--- src/rtl/aux_port_pkg.sv ---
package aux_port_pkg;

  localparam int NUM_PINS = 5;
  localparam int FUNC_W   = 3;

  // pin kinds: which functions a pin supports
  localparam int KIND_PUMP  = 0;
  localparam int KIND_PHASE = 1;
  localparam int KIND_PORT  = 2;

  typedef enum logic [FUNC_W-1:0] {
    FN_GPIO      = 3'd0,
    FN_SERIAL    = 3'd1,
    FN_BLINK     = 3'd2,
    FN_SHUTDOWN  = 3'd3,
    FN_CLOCK     = 3'd4,
    FN_BUZZ_FAST = 3'd5,
    FN_BUZZ_MID  = 3'd6,
    FN_BUZZ_SLOW = 3'd7
  } portFunc_e;

  // clock levels handed from the control to the datapath
  typedef struct packed {
    logic pumpClk;
    logic pwmClk;
    logic buzzFast;
    logic buzzMid;
    logic buzzSlow;
  } clkStrobes_t;

  function automatic int kindOf(input int pin);
    if (pin == 0) return KIND_PUMP;
    if (pin <= 2) return KIND_PHASE;
    return KIND_PORT;
  endfunction

endpackage

--- src/rtl/aux_port_ctrl.sv ---
module aux_port_ctrl
  import aux_port_pkg::*;
#(
  parameter int PUMP_DIV      = 50,
  parameter int PWM_DIV       = 400,
  parameter int BUZZ_FAST_DIV = 1600,
  parameter int PIN_SEL_W     = 3
) (
  input  logic                       clk,
  input  logic                       rst,
  input  logic                       cfgWrite,
  input  logic [PIN_SEL_W-1:0]       cfgPort,
  input  logic [FUNC_W-1:0]          cfgFunc,
  input  logic                       cfgLevel,
  output clkStrobes_t                strobes,
  output logic [NUM_PINS*FUNC_W-1:0] cfgFuncQ,
  output logic [NUM_PINS-1:0]        cfgLevelQ
);

  // The prescaler counts half periods of the pump clock. Every slower clock
  // is a power-of-two multiple of it, so each one is a single tick bit.
  localparam int HALF_PUMP = PUMP_DIV / 2;
  localparam int SUB_W     = (HALF_PUMP > 1) ? $clog2(HALF_PUMP) : 1;
  localparam int PWM_BIT   = $clog2(PWM_DIV / PUMP_DIV);
  localparam int FAST_BIT  = $clog2(BUZZ_FAST_DIV / PUMP_DIV);
  localparam int MID_BIT   = FAST_BIT + 1;
  localparam int SLOW_BIT  = FAST_BIT + 2;
  localparam int TICK_W    = SLOW_BIT + 1;

  logic [SUB_W-1:0]  subCnt;
  logic [TICK_W-1:0] tickCnt;

  always_ff @(posedge clk) begin
    if (rst) begin
      subCnt  <= '0;
      tickCnt <= '0;
    end else if (subCnt == SUB_W'(HALF_PUMP - 1)) begin
      subCnt  <= '0;
      tickCnt <= tickCnt + 1'b1;
    end else begin
      subCnt  <= subCnt + 1'b1;
    end
  end

  assign strobes.pumpClk  = tickCnt[0];
  assign strobes.pwmClk   = tickCnt[PWM_BIT];
  assign strobes.buzzFast = tickCnt[FAST_BIT];
  assign strobes.buzzMid  = tickCnt[MID_BIT];
  assign strobes.buzzSlow = tickCnt[SLOW_BIT];

  // per-pin configuration registers
  logic [FUNC_W-1:0] funcReg [NUM_PINS];
  logic [NUM_PINS-1:0] levelReg;

  always_ff @(posedge clk) begin
    if (rst) begin
      for (int i = 0; i < NUM_PINS; i++) funcReg[i] <= FN_GPIO;
      levelReg <= '0;
    end else if (cfgWrite) begin
      for (int i = 0; i < NUM_PINS; i++) begin
        if (cfgPort == PIN_SEL_W'(i)) begin
          funcReg[i]  <= cfgFunc;
          levelReg[i] <= cfgLevel;
        end
      end
    end
  end

  for (genvar g = 0; g < NUM_PINS; g++) begin : gFlat
    assign cfgFuncQ[g*FUNC_W +: FUNC_W] = funcReg[g];
  end
  assign cfgLevelQ = levelReg;

endmodule

--- src/rtl/aux_pin_mux.sv ---
module aux_pin_mux
  import aux_port_pkg::*;
#(
  parameter int   KIND       = KIND_PORT,
  parameter logic INVERT_PWM = 1'b0
) (
  input  logic              clk,
  input  logic              rst,
  input  clkStrobes_t       strobes,
  input  logic [FUNC_W-1:0] func,
  input  logic              level,
  input  logic              serialIn,
  input  logic              blinkIn,
  input  logic              shutdownIn,
  output logic              pinOut
);

  logic pinNext;

  always_comb begin
    pinNext = level;
    case (func)
      FN_SERIAL:    if (KIND != KIND_PHASE) pinNext = serialIn;
      FN_BLINK:     if (KIND != KIND_PUMP)  pinNext = blinkIn;
      FN_SHUTDOWN:  if (KIND == KIND_PORT)  pinNext = shutdownIn;
      FN_CLOCK: begin
        if (KIND == KIND_PUMP)  pinNext = strobes.pumpClk;
        if (KIND == KIND_PHASE) pinNext = strobes.pwmClk ^ INVERT_PWM;
      end
      FN_BUZZ_FAST: if (KIND == KIND_PORT)  pinNext = strobes.buzzFast;
      FN_BUZZ_MID:  if (KIND == KIND_PORT)  pinNext = strobes.buzzMid;
      FN_BUZZ_SLOW: if (KIND == KIND_PORT)  pinNext = strobes.buzzSlow;
      default:      pinNext = level;
    endcase
  end

  // registered pin: a function change never leaves a runt pulse
  always_ff @(posedge clk) begin
    if (rst) pinOut <= 1'b0;
    else     pinOut <= pinNext;
  end

endmodule

--- src/rtl/aux_port_datapath.sv ---
module aux_port_datapath
  import aux_port_pkg::*;
(
  input  logic                       clk,
  input  logic                       rst,
  input  clkStrobes_t                strobes,
  input  logic [NUM_PINS*FUNC_W-1:0] cfgFuncQ,
  input  logic [NUM_PINS-1:0]        cfgLevelQ,
  input  logic                       serialIn,
  input  logic                       blinkIn,
  input  logic                       shutdownIn,
  output logic [NUM_PINS-1:0]        pinsOut
);

  for (genvar g = 0; g < NUM_PINS; g++) begin : gPin
    aux_pin_mux #(
      .KIND      (kindOf(g)),
      .INVERT_PWM(g == 2)
    ) uMux (
      .clk       (clk),
      .rst       (rst),
      .strobes   (strobes),
      .func      (cfgFuncQ[g*FUNC_W +: FUNC_W]),
      .level     (cfgLevelQ[g]),
      .serialIn  (serialIn),
      .blinkIn   (blinkIn),
      .shutdownIn(shutdownIn),
      .pinOut    (pinsOut[g])
    );
  end

endmodule

--- src/rtl/aux_output_ports.sv ---
module aux_output_ports
  import aux_port_pkg::*;
#(
  parameter int PUMP_DIV      = 50,
  parameter int PWM_DIV       = 400,
  parameter int BUZZ_FAST_DIV = 1600
) (
  input  logic       clk,
  input  logic       rst,
  input  logic       cfgWrite,
  input  logic [2:0] cfgPort,
  input  logic [2:0] cfgFunc,
  input  logic       cfgLevel,
  input  logic       serialIn,
  input  logic       blinkIn,
  input  logic       shutdownIn,
  output logic       pumpOut,
  output logic       phase1Out,
  output logic       phase2Out,
  output logic       port0Out,
  output logic       port1Out
);

  clkStrobes_t                strobes;
  logic [NUM_PINS*FUNC_W-1:0] cfgFuncQ;
  logic [NUM_PINS-1:0]        cfgLevelQ;
  logic [NUM_PINS-1:0]        pinsOut;

  aux_port_ctrl #(
    .PUMP_DIV     (PUMP_DIV),
    .PWM_DIV      (PWM_DIV),
    .BUZZ_FAST_DIV(BUZZ_FAST_DIV),
    .PIN_SEL_W    (3)
  ) uCtrl (
    .clk      (clk),
    .rst      (rst),
    .cfgWrite (cfgWrite),
    .cfgPort  (cfgPort),
    .cfgFunc  (cfgFunc),
    .cfgLevel (cfgLevel),
    .strobes  (strobes),
    .cfgFuncQ (cfgFuncQ),
    .cfgLevelQ(cfgLevelQ)
  );

  aux_port_datapath uData (
    .clk       (clk),
    .rst       (rst),
    .strobes   (strobes),
    .cfgFuncQ  (cfgFuncQ),
    .cfgLevelQ (cfgLevelQ),
    .serialIn  (serialIn),
    .blinkIn   (blinkIn),
    .shutdownIn(shutdownIn),
    .pinsOut   (pinsOut)
  );

  assign pumpOut   = pinsOut[0];
  assign phase1Out = pinsOut[1];
  assign phase2Out = pinsOut[2];
  assign port0Out  = pinsOut[3];
  assign port1Out  = pinsOut[4];

endmodule

--- config.mk ---
export PLATFORM = sky130hd
export DESIGN_NAME = aux_output_ports
export DESIGN_NICKNAME = d
export VERILOG_FILES = /design/src/rtl/aux_port_pkg.sv /design/src/rtl/aux_port_ctrl.sv /design/src/rtl/aux_pin_mux.sv /design/src/rtl/aux_port_datapath.sv /design/src/rtl/aux_output_ports.sv
export SDC_FILE = /design/constraint.sdc
export NUM_CORES = 1
export LEC_CHECK = 0
export BUFFER_PORTS_ARGS = -buffer_cell sky130_fd_sc_hd__buf_2
export CAP_MARGIN = 20
export CORE_ASPECT_RATIO = 0.75
export CORE_UTILIZATION = 30
export CTS_BUF_LIST = sky130_fd_sc_hd__clkbuf_4
export CTS_CLUSTER_SIZE = 30
export DETAILED_ROUTE_END_ITERATION = 8
export GPL_TIMING_DRIVEN = 0
export SYNTH_ARGS = -nofsm -noshare
export SYNTH_HDL_FRONTEND = slang
export SYNTH_SLANG_ARGS = --single-unit
--- constraint.sdc ---
create_clock -name clk -period 3.3 [get_ports clk]
set_clock_uncertainty 0.05 [all_clocks]
set_input_delay 0.66 -clock clk [delete_from_list [all_inputs] [get_ports clk]]
set_output_delay 0.66 -clock clk [all_outputs]
set_load 0.005 [all_outputs]
==> impl_metrics.ini <==
[worst_setup_path]
cp_max_fo = 10
cp_data_required_time_ns = 3.50
critPathLaunch = uCtrl.subCnt[0]$_SDFF_PP0_
arrival_ns = 1.89
r2r_setup_slack_ns = 1.61
criticalPathCategory = reg2reg
worst-r2r-cell-count = 6
cp-start-kind = flop
endpoint = uCtrl.tickCnt[7]$_SDFFE_PP0P_
worst_r2r_startpoint = uCtrl.subCnt[0]$_SDFF_PP0_
r2r_end = uCtrl.tickCnt[7]$_SDFFE_PP0P_
cp-end-kind = flop

[die]
die_h_um = 67.2
die-area_sq_um = 5970
ios = 18
start_util_pct = 31.4
rows = 23
die_x_um = 88.9
coreArea_sq_um = 5410

[route]
wire_per_inst_um = 13.4
route.detailed.drc = 0
drtAntennaViolNets = 0
dr.pass1.iters = 4
drt-initial-drc-count = 55
vias = 1125
wl_um = 3290
vias_per_cell = 4.59

[cts]
holdBufCountCts = 0
cts.path.max_buffers = 2
cts_tree = built
post_cts_buffers = 0
path_clk_slew_ns = 0.12
cts_root_buf = clkbuf_4
cts_buffers = 5
htreeDepth = 2
clk_latency_ns = 0.35
ctsResizeCount = 0
cts_sinks = 38

[logic_synthesis]
yosysWarnings = 0
synth_top_area_cell = dfxtp_1
synth.top_cell.area_share_pct = 27.1
synth.area.top_cells = dfxtp_1 (27%), edfxtp_1 (27%), mux2i_1 (4.7%)
syn_inst = 145
ys_seq_area_share_pct = 53.6
syn_area_sq_um = 1700
synth_cell_types = 37
syn_nets = 161
yosys_register_bits = 38
syn_area_per_cell_sq_um = 11.7

[sta]
clock.fmax_mhz = 593
fin_crit_ns = 1.69
rsz0062_at_grt = false
tightest_slew_ns = 0.488
finalHoldViolCount = 0
timing.final.crit_share_pct = 51.1
finalSetupTns_ns = 0
setup_viol = 0
maxSlewHeadroom_pct = 67.5
slew_violations = 0

[global_routing]
grt_max_degree = 13
grt_first_pass_wirelength_um = 5300
grt_pass1_vias = 1039
grt_usage_pct = 12.7
antenna_found_initial = 0
grt_overflow = 0

[worst_hold_path]
hp-class = reg2reg

[power]
peakVddDrop_mv = 0.104
p_leak_nw = 0.738
power_density_nw_per_um2 = 434

[finish]
final_cell_count_no_fill = 245
filler_cell_count = 567
drive_above_1_share_pct = 23.5
layout.nets = 185
area_delta_synth_final_pct = 13.7
fin_util_pct = 35.7
diodes = 0

[placement]
place.gp.congestion = 0.771
io_buffers = 17
hpwlAfterDp_um = 2350
placed_cells = 237

[flow_run]
cap_violations = 0

[outcome]
status = finished, final reports clean
==> area by class of cell <==
type                       instances  area (sq um)  share of cell area (%)
sequential                        38           911                    47.2
multi-input combinational         97           733                    38.0
tap                               75          93.8                    4.86
timing repair buffer              17          85.1                    4.40
clock buffer                       5          37.5                    1.94
buffer                             3          28.8                    1.49
inverter                           7          26.3                    1.36
clock inverter                     3          16.3                   0.842
==> critical path, stage by stage, from the launching register on <==
cell	delay [ns]
dfxtp_1	0.36
inv_1	0.06
ha_1	0.18
nand4b_4	0.15
buf_6	0.18
nor4_4	0.25
mux2_2	0.35
==> metrics by stage <==
| step | hold WS (ns) | power [mW] | cell area (sq um) | worst slack (ns) |
|---|---|---|---|---|
| 2_1_floorplan | 0.380 | 0.585 | 1700 | 1.71 |
| 3_3_place_gp | 0.400 | 0.613 | 1880 | 1.44 |
| 3_5_place_dp | 0.412 | 0.614 | 1880 | 1.45 |
| 4_1_cts | 0.434 | 0.850 | 1930 | 1.60 |
| 5_1_grt | 0.458 | 0.890 | 1930 | 1.52 |
| 6_report | 0.429 | 0.839 | 1930 | 1.61 |
==> cells by family after synthesis <==
family	count (synthesis)	synth area share, %
AND/OR/NAND/NOR	54	20.7
adder cells (fa/ha/maj)	3	2.21
buffers and inverters	10	3.24
XOR/XNOR	5	2.58
flip-flops	38	53.6
multiplexers	11	8.03
AO/OA/AOI/OAI	24	9.65
==> cell usage in the layout, fill, tap and decap left out, types with 5 or more instances in the layout <==
| cell type | count |
|---|---|
| a21oi_1 | 8 |
| buf_2 | 17 |
| clkbuf_4 | 5 |
| dfxtp_1 | 23 |
| edfxtp_1 | 15 |
| inv_1 | 7 |
| mux2i_1 | 8 |
| nand2b_1 | 6 |
| nor2_1 | 17 |
| o31ai_1 | 6 |
==> layer usage <==
layer | routed length, um | track usage [%]
met5 | 0 | 0
met1 | 1800 | 18.2
met4 | 71 | 6.65
met3 | 108 | 3.79
met2 | 1310 | 16.8
==> cells in the mapped netlist <==
cell and number:
nor4bb_1 1, o31ai_1 6, nand3_1 3, mux4_2 2, mux2i_1 8, and3b_1 1
or4_1 4, nand4b_4 1, o21ba_2 2, buf_6 1, a2111oi_0 2, nor2_1 17
a211oi_1 1, dfxtp_1 23, nor2b_1 1, mux2_2 1, nand4_1 1, nand2b_1 6
edfxtp_1 15, clkbuf_1 1, and4bb_2 3, nor4b_1 2, o21ai_0 2, nor4_4 1
o22ai_1 1, a21oi_1 8, or3_1 1, nand2_1 4, or2_2 4, nand4b_1 1
and2_1 3, ha_1 3, xnor2_1 1, a211o_1 2, inv_1 7, clkbuf_8 1
xor2_1 4
==> worst min-delay path by stage <==
stage | cells after the start | slack [ns] | end | startpoint
after floorplan | 1 | 0.38 | uCtrl.subCnt[0]$_SDFF_PP0_ | uCtrl.subCnt[0]$_SDFF_PP0_
after global placement | 1 | 0.40 | uCtrl.subCnt[0]$_SDFF_PP0_ | uCtrl.subCnt[0]$_SDFF_PP0_
after detailed placement | 1 | 0.41 | uCtrl.subCnt[0]$_SDFF_PP0_ | uCtrl.subCnt[0]$_SDFF_PP0_
after CTS | 1 | 0.43 | uCtrl.subCnt[0]$_SDFF_PP0_ | uCtrl.subCnt[0]$_SDFF_PP0_
after global routing | 1 | 0.46 | uCtrl.subCnt[0]$_SDFF_PP0_ | uCtrl.subCnt[0]$_SDFF_PP0_
final | 1 | 0.43 | uCtrl.subCnt[0]$_SDFF_PP0_ | uCtrl.subCnt[0]$_SDFF_PP0_
==> report_power, final <==
part	internal, mW	switching [mW]
combinational	0.0382	0.0363
sequential	0.513	0.0158
clock	0.0792	0.156
==> registers in the layout, indices dropped and copies added, names as in the netlist <==
name and flops:
uCtrl.funcReg 15, uCtrl.subCnt 5, uData.gPin.uMux.pinOut 5, uCtrl.cfgLevelQ 5, uCtrl.tickCnt 8
No activity file was read; power rests on OpenSTA's default activity.
